**src/rtl/bootmap_pkg.sv**
```systemverilog
`timescale 1ns/1ps
package bootmap_pkg;

  // Address regions seen by the decoder
  typedef enum logic [2:0] {
    RGN_NONE,
    RGN_WIN,
    RGN_RAM,
    RGN_ROM,
    RGN_SER
  } region_e;

  localparam int BYTE_W = 8;

endpackage

```
**src/rtl/bootmap_region.sv**
```systemverilog
`timescale 1ns/1ps
module bootmap_region
  import bootmap_pkg::*;
#(
  parameter int WA        = 23,
  parameter int WIN_WORDS = 4,
  parameter int RAM_WORDS = 1048576,
  parameter int ROM_LO    = 8257536,
  parameter int ROM_WORDS = 65536,
  parameter int SER_LO    = 8343552,
  parameter int SER_REGS  = 4
) (
  input  logic [WA-1:0] word_addr,
  output region_e       region
);

  localparam logic [WA:0] WIN_END = (WA+1)'(WIN_WORDS);
  localparam logic [WA:0] RAM_END = (WA+1)'(RAM_WORDS);
  localparam logic [WA:0] ROM_BEG = (WA+1)'(ROM_LO);
  localparam logic [WA:0] ROM_END = (WA+1)'(ROM_LO + ROM_WORDS);
  localparam logic [WA:0] SER_BEG = (WA+1)'(SER_LO);
  localparam logic [WA:0] SER_END = (WA+1)'(SER_LO + SER_REGS);

  logic [WA:0] wa_ext;

  always_comb begin
    wa_ext = {1'b0, word_addr};
    if (wa_ext < WIN_END) begin
      region = RGN_WIN;
    end else if (wa_ext < RAM_END) begin
      region = RGN_RAM;
    end else if (wa_ext >= ROM_BEG && wa_ext < ROM_END) begin
      region = RGN_ROM;
    end else if (wa_ext >= SER_BEG && wa_ext < SER_END) begin
      region = RGN_SER;
    end else begin
      region = RGN_NONE;
    end
  end

endmodule

```
**src/rtl/bootmap_window.sv**
```systemverilog
`timescale 1ns/1ps
module bootmap_window
  import bootmap_pkg::*;
#(
  parameter int DATA_W = 16,
  parameter int WORDS  = 4,
  localparam int LANES = DATA_W / BYTE_W,
  localparam int IW    = (WORDS > 1) ? $clog2(WORDS) : 1
) (
  input  logic              clk,
  input  logic              rst_n,
  input  logic              wr_en,
  input  logic [LANES-1:0]  be,
  input  logic [IW-1:0]     idx,
  input  logic [DATA_W-1:0] wdata,
  output logic              active,
  output logic [DATA_W-1:0] rd_word
);

  logic              flag_q;
  logic              flag_d;
  logic [DATA_W-1:0] mem_q [WORDS];

  // next state of the overlay flag: set by a window write, held until reset
  always_comb begin
    flag_d = flag_q | wr_en;
  end

  always_ff @(posedge clk or negedge rst_n) begin
    if (!rst_n) begin
      flag_q <= 1'b0;
    end else begin
      flag_q <= flag_d;
    end
  end

  // per-word, per-lane write enables
  for (genvar w = 0; w < WORDS; w++) begin : g_word
    for (genvar l = 0; l < LANES; l++) begin : g_lane
      logic lane_en;
      always_comb begin
        lane_en = wr_en && be[l] && (idx == IW'(w));
      end
      always_ff @(posedge clk) begin
        if (lane_en) begin
          mem_q[w][l*BYTE_W +: BYTE_W] <= wdata[l*BYTE_W +: BYTE_W];
        end
      end
    end
  end

  always_comb begin
    active  = flag_q;
    rd_word = mem_q[idx];
  end

  // once in RAM mode, the window stays there until reset
  assert_window_sticky_R4: assert property (@(posedge clk) disable iff (!rst_n)
    flag_q |=> flag_q);

  // the switch happens only after a write into the window
  assert_window_enter_R2: assert property (@(posedge clk) disable iff (!rst_n)
    $rose(flag_q) |-> $past(wr_en));

  // a strobed lane takes the written byte
  for (genvar l = 0; l < LANES; l++) begin : g_chk
    assert_lane_write_R3: assert property (@(posedge clk) disable iff (!rst_n)
      (wr_en && be[l]) |=>
        (mem_q[$past(idx)][l*BYTE_W +: BYTE_W] == $past(wdata[l*BYTE_W +: BYTE_W])));
  end

endmodule

```
**src/rtl/bootmap_rdmux.sv**
```systemverilog
`timescale 1ns/1ps
module bootmap_rdmux
  import bootmap_pkg::*;
#(
  parameter int DATA_W   = 16,
  parameter int SER_LANE = 1,
  localparam int LANES   = DATA_W / BYTE_W
) (
  input  logic              sel_ram,
  input  logic              sel_rom,
  input  logic              sel_ser,
  input  logic              sel_win,
  input  logic [DATA_W-1:0] ram_data,
  input  logic [DATA_W-1:0] rom_data,
  input  logic [BYTE_W-1:0] ser_data,
  input  logic [DATA_W-1:0] win_data,
  output logic [DATA_W-1:0] rdata
);

  logic [DATA_W-1:0] ser_word;

  // the serial byte rides on its own lane, the others float high
  for (genvar l = 0; l < LANES; l++) begin : g_ser_lane
    if (l == SER_LANE) begin : g_live
      always_comb ser_word[l*BYTE_W +: BYTE_W] = ser_data;
    end else begin : g_idle
      always_comb ser_word[l*BYTE_W +: BYTE_W] = '1;
    end
  end

  always_comb begin
    if (sel_win) begin
      rdata = win_data;
    end else if (sel_ram) begin
      rdata = ram_data;
    end else if (sel_rom) begin
      rdata = rom_data;
    end else if (sel_ser) begin
      rdata = ser_word;
    end else begin
      rdata = '1;
    end
  end

endmodule

```
**src/rtl/bootmap_decoder.sv**
```systemverilog
`timescale 1ns/1ps
module bootmap_decoder
  import bootmap_pkg::*;
#(
  parameter int ADDR_W    = 24,
  parameter int DATA_W    = 16,
  parameter int WIN_WORDS = 4,
  parameter int RAM_BYTES = 2097152,
  parameter int ROM_BASE  = 32'hFC0000,
  parameter int ROM_BYTES = 131072,
  parameter int SER_BASE  = 32'hFEA000,
  parameter int SER_REGS  = 4,
  parameter int SER_LANE  = 1,
  localparam int LANES    = DATA_W / BYTE_W,
  localparam int BYTE_SH  = $clog2(LANES),
  localparam int WA       = ADDR_W - BYTE_SH,
  localparam int RAM_AW   = $clog2(RAM_BYTES / LANES),
  localparam int ROM_AW   = $clog2(ROM_BYTES / LANES),
  localparam int SER_IW   = $clog2(SER_REGS)
) (
  input  logic              clk,
  input  logic              rst_n,
  input  logic [WA-1:0]     bus_addr,
  input  logic              bus_we,
  input  logic [LANES-1:0]  bus_be,
  input  logic [DATA_W-1:0] bus_wdata,
  output logic [DATA_W-1:0] bus_rdata,
  output logic              ram_cs,
  output logic              ram_we,
  output logic [RAM_AW-1:0] ram_addr,
  input  logic [DATA_W-1:0] ram_rdata,
  output logic              rom_cs,
  output logic [ROM_AW-1:0] rom_addr,
  input  logic [DATA_W-1:0] rom_rdata,
  output logic              ser_cs,
  output logic              ser_we,
  output logic [SER_IW-1:0] ser_reg,
  output logic [BYTE_W-1:0] ser_wdata,
  input  logic [BYTE_W-1:0] ser_rdata
);

  localparam int WIN_IW    = (WIN_WORDS > 1) ? $clog2(WIN_WORDS) : 1;
  localparam int RAM_WORDS = RAM_BYTES / LANES;
  localparam int ROM_WORDS = ROM_BYTES / LANES;
  localparam int ROM_LO    = ROM_BASE / LANES;
  localparam int SER_LO    = SER_BASE / LANES;

  // reset: asserted at once, released through two flops
  logic rst_meta_q;
  logic rst_q;

  always_ff @(posedge clk or negedge rst_n) begin
    if (!rst_n) begin
      rst_meta_q <= 1'b0;
      rst_q      <= 1'b0;
    end else begin
      rst_meta_q <= 1'b1;
      rst_q      <= rst_meta_q;
    end
  end

  region_e           region;
  logic              any_be;
  logic              win_hit;
  logic              win_wr;
  logic              win_sel;
  logic              win_mirror;
  logic              win_active;
  logic [DATA_W-1:0] win_rdata;

  bootmap_region #(
    .WA        (WA),
    .WIN_WORDS (WIN_WORDS),
    .RAM_WORDS (RAM_WORDS),
    .ROM_LO    (ROM_LO),
    .ROM_WORDS (ROM_WORDS),
    .SER_LO    (SER_LO),
    .SER_REGS  (SER_REGS)
  ) u_region (
    .word_addr (bus_addr),
    .region    (region)
  );

  always_comb begin
    any_be     = |bus_be;
    win_hit    = (region == RGN_WIN);
    win_wr     = win_hit && any_be && bus_we;
    win_sel    = win_hit && any_be && (win_active || bus_we);
    win_mirror = win_hit && any_be && !win_active && !bus_we;

    ram_cs   = any_be && (region == RGN_RAM);
    ram_we   = ram_cs && bus_we;
    ram_addr = bus_addr[RAM_AW-1:0];

    rom_cs = win_mirror || (any_be && !bus_we && (region == RGN_ROM));
    if (region == RGN_ROM) begin
      rom_addr = bus_addr[ROM_AW-1:0];
    end else begin
      rom_addr = ROM_AW'(bus_addr[WIN_IW-1:0]);
    end

    ser_cs    = bus_be[SER_LANE] && (region == RGN_SER);
    ser_we    = ser_cs && bus_we;
    ser_reg   = bus_addr[SER_IW-1:0];
    ser_wdata = bus_wdata[SER_LANE*BYTE_W +: BYTE_W];
  end

  bootmap_window #(
    .DATA_W (DATA_W),
    .WORDS  (WIN_WORDS)
  ) u_window (
    .clk     (clk),
    .rst_n   (rst_q),
    .wr_en   (win_wr),
    .be      (bus_be),
    .idx     (bus_addr[WIN_IW-1:0]),
    .wdata   (bus_wdata),
    .active  (win_active),
    .rd_word (win_rdata)
  );

  bootmap_rdmux #(
    .DATA_W   (DATA_W),
    .SER_LANE (SER_LANE)
  ) u_rdmux (
    .sel_ram  (ram_cs),
    .sel_rom  (rom_cs),
    .sel_ser  (ser_cs),
    .sel_win  (win_sel),
    .ram_data (ram_rdata),
    .rom_data (rom_rdata),
    .ser_data (ser_rdata),
    .win_data (win_rdata),
    .rdata    (bus_rdata)
  );

  assert_sel_onehot_R10: assert property (@(posedge clk) disable iff (!rst_q)
    $onehot0({ram_cs, rom_cs, ser_cs, win_sel}));

  assert_no_strobe_R9: assert property (@(posedge clk) disable iff (!rst_q)
    (bus_be == '0) |-> !(ram_cs || rom_cs || ser_cs || win_sel));

  assert_rom_readonly_R6: assert property (@(posedge clk) disable iff (!rst_q)
    rom_cs |-> !bus_we);

  assert_ser_lane_R7: assert property (@(posedge clk) disable iff (!rst_q)
    ser_cs |-> bus_be[SER_LANE]);

  assert_unmapped_ones_R8: assert property (@(posedge clk) disable iff (!rst_q)
    (!bus_we && !(ram_cs || rom_cs || ser_cs || win_sel)) |-> (bus_rdata == '1));

  assert_win_mirror_R1: assert property (@(posedge clk) disable iff (!rst_q)
    (win_hit && !win_active && !bus_we && any_be) |->
      (rom_cs && rom_addr == ROM_AW'(bus_addr[WIN_IW-1:0])));

  assert_win_no_ext_R2: assert property (@(posedge clk) disable iff (!rst_q)
    (win_hit && win_active) |-> !(rom_cs || ram_cs));

endmodule

```
**config.mk**
```make
export PLATFORM = sky130hd
export DESIGN_NAME = bootmap_decoder
export DESIGN_NICKNAME = d
export VERILOG_FILES = /design/src/rtl/bootmap_pkg.sv /design/src/rtl/bootmap_region.sv /design/src/rtl/bootmap_window.sv /design/src/rtl/bootmap_rdmux.sv /design/src/rtl/bootmap_decoder.sv
export SDC_FILE = /design/constraint.sdc
export NUM_CORES = 1
export LEC_CHECK = 0
export ABC_AREA = 1
export BUFFER_PORTS_ARGS = -buffer_cell sky130_fd_sc_hd__buf_2
export CORE_MARGIN = 5
export CORE_UTILIZATION = 40
export DETAILED_ROUTE_END_ITERATION = 7
export HOLD_SLACK_MARGIN = 0.03
export PLACE_DENSITY_LB_ADDON = 0.2
export SLEW_MARGIN = 20
export SYNTH_ARGS = -nofsm -noshare
export SYNTH_HDL_FRONTEND = slang
export SYNTH_SLANG_ARGS = --single-unit
export TNS_END_PERCENT = 5
```
**constraint.sdc**
```tcl
create_clock -name clk -period 1.8 [get_ports clk]
set_clock_uncertainty 0.2 [all_clocks]
set_input_delay 0.18 -clock clk [delete_from_list [all_inputs] [get_ports clk]]
set_output_delay 0.18 -clock clk [all_outputs]
set_load 0.005 [all_outputs]
```
==> Word level (Yosys, flattened, before mapping) <==
Memories as Yosys holds them, arrays and structs flattened.
Cells that the tools add are included.
{ "totals": {"n_memories": 1, "elab_cells": 84, "input_bits": 84, "mem_bits_rw": 64, "register_bits": 3, "output_inout_bits": 67} }
{ "op_classes": {"bitwise_logic": 1, "mux": 34, "reduce_logical": 32, "eq_ne": 7, "n_lt_le_gt_ge": 6} }
{ "mem_list": {"columns": ["name", "words", "width", "read_ports", "rd_ports_with_merged_regs", "write_ports", "line", "text"], "rows": [
  ["u_window.mem_q", 4, 16, 1, 0, 1, "bootmap_window.sv:22", "logic [DATA_W-1:0] mem_q [WORDS];"]
]} }
{ "ops": {"columns": ["operator", "count"], "rows": [
  ["2-to-1 mux 16 bit", 8],
  ["OR reduction 16 bit", 3],
  ["greater-or-equal comparator 23 bit, second input constant", 2],
  ["< comparator 23 bit, second input constant", 2],
  ["logical AND 1 bit", 23],
  ["< comparator 23 x 21 -> 1 bit, second input constant", 1],
  ["< comparator 23 x 3 -> 1 bit, second input constant", 1],
  ["2-to-1 mux 1 bit", 16],
  ["2-to-1 mux 2 bit", 6],
  ["2-to-1 mux 3 bit", 4],
  ["equality test 3 x 2 -> 1 bit, second input constant", 2],
  ["equality test 2 bit, second input constant", 2],
  ["equality test 3 x 1 -> 1 bit, second input constant", 1],
  ["equality test 3 bit, second input constant", 1],
  ["equality test 2 x 1 -> 1 bit, second input constant", 1],
  ["logical NOT 1 bit", 2],
  ["logical NOT 2 bit", 1],
  ["logical OR 1 bit", 2],
  ["OR reduction 2 bit", 1],
  ["bitwise OR 1 bit", 1]
]} }

==> Depth between registers and ports, before layout <==
{ "logic_depth": {"depth_word": 17, "mapped_depth": 11, "depth_no_buf": 11} }

==> Hierarchy <==
A second synthesis with hierarchy kept.
{ "unflattened": {"cells_unflattened": 502, "hier_area_um2": 3967.6} }
{ "modules_own_cells": {"columns": ["mod", "n_inst", "area_each_um2", "cells_each", "seq_area_each_um2"], "rows": [
  ["bootmap_window", 1, 2656.3, 236, 1946.9],
  ["bootmap_decoder", 1, 549.3, 88, 50.0],
  ["bootmap_rdmux", 1, 529.3, 123, 0.0],
  ["bootmap_region", 1, 232.7, 55, 0.0]
]} }

==> Worst setup path after synthesis <==
No wires, ideal clock.
{ "synth_path": {"path_kind": "input to register", "from": "input port bus_addr[10]", "to": "memory u_window.mem_q[2][0], enable pin", "required_ns": 1.230, "stages": 7, "path_buffers": 0, "slack_ns": -0.154, "arrival_time_ns": 1.383, "setup_time_ns": 0.370, "cell_sequence": "nor2_1 nand2_1 nor2_1 nand3_2 nor3_2 nand2_1 nor2_1"} }
{ "synth_between": {"elab_cells_between_ends": 47, "cone_classes": "6 x order compare; 1 x eq/ne; 24 x mux; 16 x reduce/logical"} }
{ "synth_rtl": {"columns": ["element", "line", "text"], "rows": [
  ["start: declaration", "bootmap_decoder.sv:23", "input logic [WA-1:0] bus_addr,"],
  ["greater-or-equal comparator 23 bit / < comparator 23 bit (equally long branches)", "bootmap_region.sv:34", "end else if (wa_ext >= SER_BEG && wa_ext < SER_END) begin"],
  ["logical AND 1 bit", "bootmap_region.sv:34", null],
  ["2-to-1 mux 3 bit", "bootmap_region.sv:34", null],
  ["2-to-1 mux 3 bit", "bootmap_region.sv:32", "end else if (wa_ext >= ROM_BEG && wa_ext < ROM_END) begin"],
  ["2-to-1 mux 3 bit", "bootmap_region.sv:30", "end else if (wa_ext < RAM_END) begin"],
  ["2-to-1 mux 3 bit (*)", "bootmap_region.sv:28", "if (wa_ext < WIN_END) begin"],
  ["equality test 3 x 1 -> 1 bit (*)", "bootmap_decoder.sv:86", "win_hit = (region == RGN_WIN);"],
  ["logical AND 1 bit (*) (2 in a row)", "bootmap_decoder.sv:87", "win_wr = win_hit && any_be && bus_we;"],
  ["logical AND 1 bit (*) (2 in a row)", "bootmap_window.sv:42", "lane_en = wr_en && be[l] && (idx == IW'(w));"],
  ["named net u_window.g_word[2].g_lane[0].lane_en", "bootmap_window.sv:40", "logic lane_en;"],
  ["2-to-1 mux 1 bit (*)", "bootmap_window.sv:45", "if (lane_en) begin"],
  ["2-to-1 mux 1 bit (implied by the code) (*)", "bootmap_window.sv:46", "mem_q[w][l*BYTE_W +: BYTE_W] <= wdata[l*BYTE_W +: BYTE_W];"],
  ["OR reduction 16 bit (no source line)", null, null],
  ["2-to-1 mux 2 bit (no source line) (2 in a row)", null, null],
  ["end: declaration", "bootmap_window.sv:22", null]
]} }
The timed path passes the listed nets; every way through them passes the cells marked *.

==> Worst setup path after layout <==
{ "layout_path": {"from": "register u_window.flag_q (netlist: u_window.active)", "to": "output port bus_rdata[11]"} }
{ "layout_between": {"elab_chain_len": 7, "elab_cells_between_ends": 9, "cone_classes": "3 x mux; 6 x reduce/logical"} }
{ "layout_rtl": {"columns": ["element", "line", "text"], "rows": [
  ["start: declaration", "bootmap_window.sv:20", "logic flag_q;"],
  ["start signal: assignment", "bootmap_window.sv:33", "flag_q <= flag_d;"],
  ["logical NOT 1 bit", "bootmap_decoder.sv:89", "win_mirror = win_hit && any_be && !win_active && !bus_we;"],
  ["logical AND 1 bit (2 in a row)", "bootmap_decoder.sv:89", null],
  ["logical OR 1 bit", "bootmap_decoder.sv:95", "rom_cs = win_mirror || (any_be && !bus_we && (region == RGN_ROM));"],
  ["2-to-1 mux 16 bit", "bootmap_rdmux.sv:36", "end else if (sel_rom) begin"],
  ["2-to-1 mux 16 bit", "bootmap_rdmux.sv:34", "end else if (sel_ram) begin"],
  ["2-to-1 mux 16 bit (*)", "bootmap_rdmux.sv:32", "if (sel_win) begin"],
  ["end: declaration", "bootmap_decoder.sv:27", "output logic [DATA_W-1:0] bus_rdata,"]
]} }
Mark *: on every way between the ends. The rest lies on a longest branch, timed or not.

==> impl_metrics.sql <==
INSERT INTO impl_metrics (metric_group, metric, value, unit) VALUES
('worst_setup_path', 'worst_ep_arrival_time', '1.57', 'ns'),
('logic_synthesis', 'synth_async_sr_flop_share', '0.0448', ''),
('detailed_routing', 'ant_nets', '0', ''),
('global_route', 'grt_first_pass_wirelength', '19.1', 'mm'),
('sta', 'grt_setup_unrepaired', 'true', ''),
('logic_synthesis', 'yosys-top-cells-area', 'sky130_fd_sc_hd__edfxtp_1 (47%), sky130_fd_sc_hd__nand2_1 (8.5%), sky130_fd_sc_hd__inv_1 (6.1%)', ''),
('min_path', 'min_path_cells', '0', ''),
('global_route', 'grt_pass1_vias', '3844', ''),
('floorplan', 'row_count', '36', ''),
('pwr', 'total_power', '3440', 'uW'),
('cells_and_area', 'insertedDiodeCount', '0', ''),
('placed_design', 'dp_hpwl', '9.09', 'mm'),
('floorplan', 'area_of_the_core_region', '9860', 'um2'),
('worst_setup_path', 'cp_num_cells', '7', ''),
('pwr', 'p_leak', '0.00279', 'uW'),
('cells_and_area', 'instances_no_fill', '807', ''),
('logic_synthesis', 'ys_seq_elements', '67', ''),
('cells_and_area', 'areaGrowthSynthToFinish', '43.5', '%'),
('logic_synthesis', 'post-synth-top-area-fraction', '0.472', ''),
('worst_setup_path', 'critical_path_required', '1.42', 'ns'),
('cells_and_area', 'seqCellArea', '2000', 'um2'),
('worst_setup_path', 'rr_worst_depth', '2', ''),
('worst_setup_path', 'path_buf_inv', '3', ''),
('clock_tree', 'root_buffer', 'sky130_fd_sc_hd__clkbuf_8', ''),
('sta', 'layout_min_cycle_time', '1.95', 'ns'),
('worst_setup_path', 'end_kind', 'output port', ''),
('placed_design', 'gpl.final_weighted_congestion', '0.903', ''),
('sta', 'timing.final.hold_violations', '0', ''),
('clock_tree', 'clock_insertion_delay_worst_skew', '0.33', 'ns'),
('global_route', 'globalRouteOverflowTotal', '0', ''),
('sta', 'post-route-period-util', '1.08', ''),
('logic_synthesis', 'synth-edff-count', '64', ''),
('sta', 'timing.fmax', '0.514', 'GHz'),
('sta', 'setup_viol', '16', ''),
('clock_tree', 'cts_buffers', '9', ''),
('sta', 'slew_violations', '0', ''),
('global_route', 'gr-usage-all-layers', '0.191', ''),
('worst_setup_path', 'path_cells', 'nor2_4 > nand3b_4 > clkinv_4 > buf_12 > o21ai_2 > nand2_1 > buf_2', ''),
('floorplan', 'die-area', '12300', 'um2'),
('sta', 'fin_ws', '-0.146', 'ns'),
('floorplan', 'design.portCount', '151', ''),
('min_path', 'hold_path.class', 'reg -> reg', ''),
('cells_and_area', 'fillers', '850', ''),
('logic_synthesis', 'synth.most_common_cell', 'sky130_fd_sc_hd__nand2_1', ''),
('status', 'violations', 'negative setup slack', ''),
('logic_synthesis', 'synthCells', '470', ''),
('flow_run', 'drv_cap', '0', ''),
('detailed_routing', 'routed_wirelength', '11.8', 'mm'),
('global_route', 'largest_net_degree_at_the_start_of_global_routing', '30', ''),
('logic_synthesis', 'unique_cell_type_count_in_the_yosys_netlist', '39', ''),
('logic_synthesis', 'synth-warning-count', '0', ''),
('cells_and_area', 'total_area_of_multi_input_combinational_cells', '1730', 'um2'),
('logic_synthesis', 'synthTopCellsByCount', 'sky130_fd_sc_hd__nand2_1 (92), sky130_fd_sc_hd__inv_1 (66), sky130_fd_sc_hd__edfxtp_1 (64)', ''),
('worst_setup_path', 'biggest_cell_delay_along_the_critical_path', '0.41', 'ns'),
('cells_and_area', 'drive_gt1_frac', '0.479', ''),
('placed_design', 'dpl.cell_count', '768', ''),
('cells_and_area', 'final_core_utilization', '0.593', ''),
('floorplan', 'die_w', '111', 'um'),
('worst_setup_path', 'critPathSlowestCell', 'sky130_fd_sc_hd__dfrtp_1', ''),
('clock_tree', 'clkSinkCount', '67', ''),
('logic_synthesis', 'synth_top_area_cell', 'sky130_fd_sc_hd__edfxtp_1', ''),
('detailed_routing', 'drtPass1Iterations', '4', ''),
('status', 'status', 'finished with violations', ''),
('detailed_routing', 'route.detailed.drc', '0', ''),
('detailed_routing', 'drt-vias-per-instance', '4.74', ''),
('detailed_routing', 'wire_per_inst', '14.7', 'um'),
('logic_synthesis', 'mappedNetlistArea', '4080', 'um2'),
('detailed_routing', 'starting_drt_drc_count', '364', ''),
('logic_synthesis', 'postSynth.topFlopCell', 'sky130_fd_sc_hd__edfxtp_1', ''),
('pwr', 'p_per_area', '588', 'nW/um2'),
('logic_synthesis', 'synth.avg_cell_area', '8.67', 'um2');
cells in the final DEF, fill, tap and decap left out, types with 2 or more instances in the layout:
master                          count
sky130_fd_sc_hd__o21ai_2           15
sky130_fd_sc_hd__clkbuf_8           9
sky130_fd_sc_hd__nand3_1           42
sky130_fd_sc_hd__dfrtp_1            3
sky130_fd_sc_hd__nand3_2            8
sky130_fd_sc_hd__buf_6              6
sky130_fd_sc_hd__or2_2              3
sky130_fd_sc_hd__dlygate4sd3_1     19
sky130_fd_sc_hd__edfxtp_1          64
sky130_fd_sc_hd__buf_8              3
sky130_fd_sc_hd__nand2_2            7
sky130_fd_sc_hd__inv_2              8
sky130_fd_sc_hd__o21ai_1            6
sky130_fd_sc_hd__inv_1             63
sky130_fd_sc_hd__o21ai_0           14
sky130_fd_sc_hd__a21oi_2            7
sky130_fd_sc_hd__nand4_1            3
sky130_fd_sc_hd__or2_1              6
sky130_fd_sc_hd__clkinv_2           2
sky130_fd_sc_hd__nor2_1            27
sky130_fd_sc_hd__nor2_2            18
sky130_fd_sc_hd__clkinv_4           3
sky130_fd_sc_hd__buf_2            147
sky130_fd_sc_hd__nor2_4            12
sky130_fd_sc_hd__buf_12             2
sky130_fd_sc_hd__nand2_1           84
sky130_fd_sc_hd__o22ai_1            5
sky130_fd_sc_hd__nand2_4            6
sky130_fd_sc_hd__buf_4             54
sky130_fd_sc_hd__nand3b_1           8
sky130_fd_sc_hd__nor3_2             2
sequential cells by signal (all words and copies together) (netlist names):
signal and cells:
rst_meta_q 1, u_window.mem_q 64, u_window.active 1, rst_q 1
cell type report:
type                       count  area share
clock buffer                   9      0.0212
sequential                    67       0.342
tap                          133      0.0285
timing repair buffer         231       0.254
clock inverter                 7      0.0118
multi-input combinational    287       0.295
inverter                      73      0.0481
where the power goes:
| group | internal, uW | total, uW | switching (uW) |
|---|---|---|---|
| Combinational | 248 | 518 | 269 |
| Sequential | 1710 | 1710 | 0.516 |
| Clock | 634 | 1210 | 576 |
| Total | 2590 | 3440 | 846 |
final timing paths:
| check | startpoint | endpoint | slack (ns) |
|---|---|---|---|
| hold / removal | rst_meta_q | rst_q | 0.15 |
| setup / recovery | u_window.active | bus_rdata[11] | -0.15 |
| max in group asynchronous | rst_n | rst_meta_q | 0.78 |
| hold reg to reg | rst_meta_q | rst_q | 0.15 |
| setup reg to reg | u_window.active | u_window.active | 0.64 |
| min in group asynchronous | rst_q | u_window.active | 0.35 |
cell families after synthesis:
logic type	after synthesis	synth area share
AND/OR/NAND/NOR	235	0.284
buffers and inverters	116	0.146
flip-flops	67	0.490
AO/OA/AOI/OAI	51	0.0792
other	1	0.000920
metrics by stage:
| step | area, um2 | setup TNS [ns] | hold WS (ns) |
|---|---|---|---|
| 2_1_floorplan | 4100 | -3.51 | -0.316 |
| 5_1_grt | 5850 | -4.45 | 0.161 |
| 3_5_place_dp | 5150 | -24.24 | -0.233 |
| 4_1_cts | 5680 | -2.25 | 0.157 |
| 3_3_place_gp | 5150 | -20.43 | -0.234 |
| 6_report | 5850 | -2.04 | 0.153 |
routing by layer:
layer	up-vias	GRT usage	share of wire	wire length, um
met5	-	0	0	0
met1	1789	0.243	0.43	5110
met3	8	0.0480	0.068	810
li1	1897	-	-	-
met4	0	0.0443	0.0084	99
met2	132	0.326	0.49	5830
timing repair:
item / CTS / global route
hold buffers: 19 / 0
buffers inserted: 3 / 1
resized for setup: 32 / 41
endpoints found under the hold margin: 67 / 0
pin swaps: 15 / 9
setup endpoints to repair: 20 / 75
Note: power is estimated with default switching activity, not from simulation.
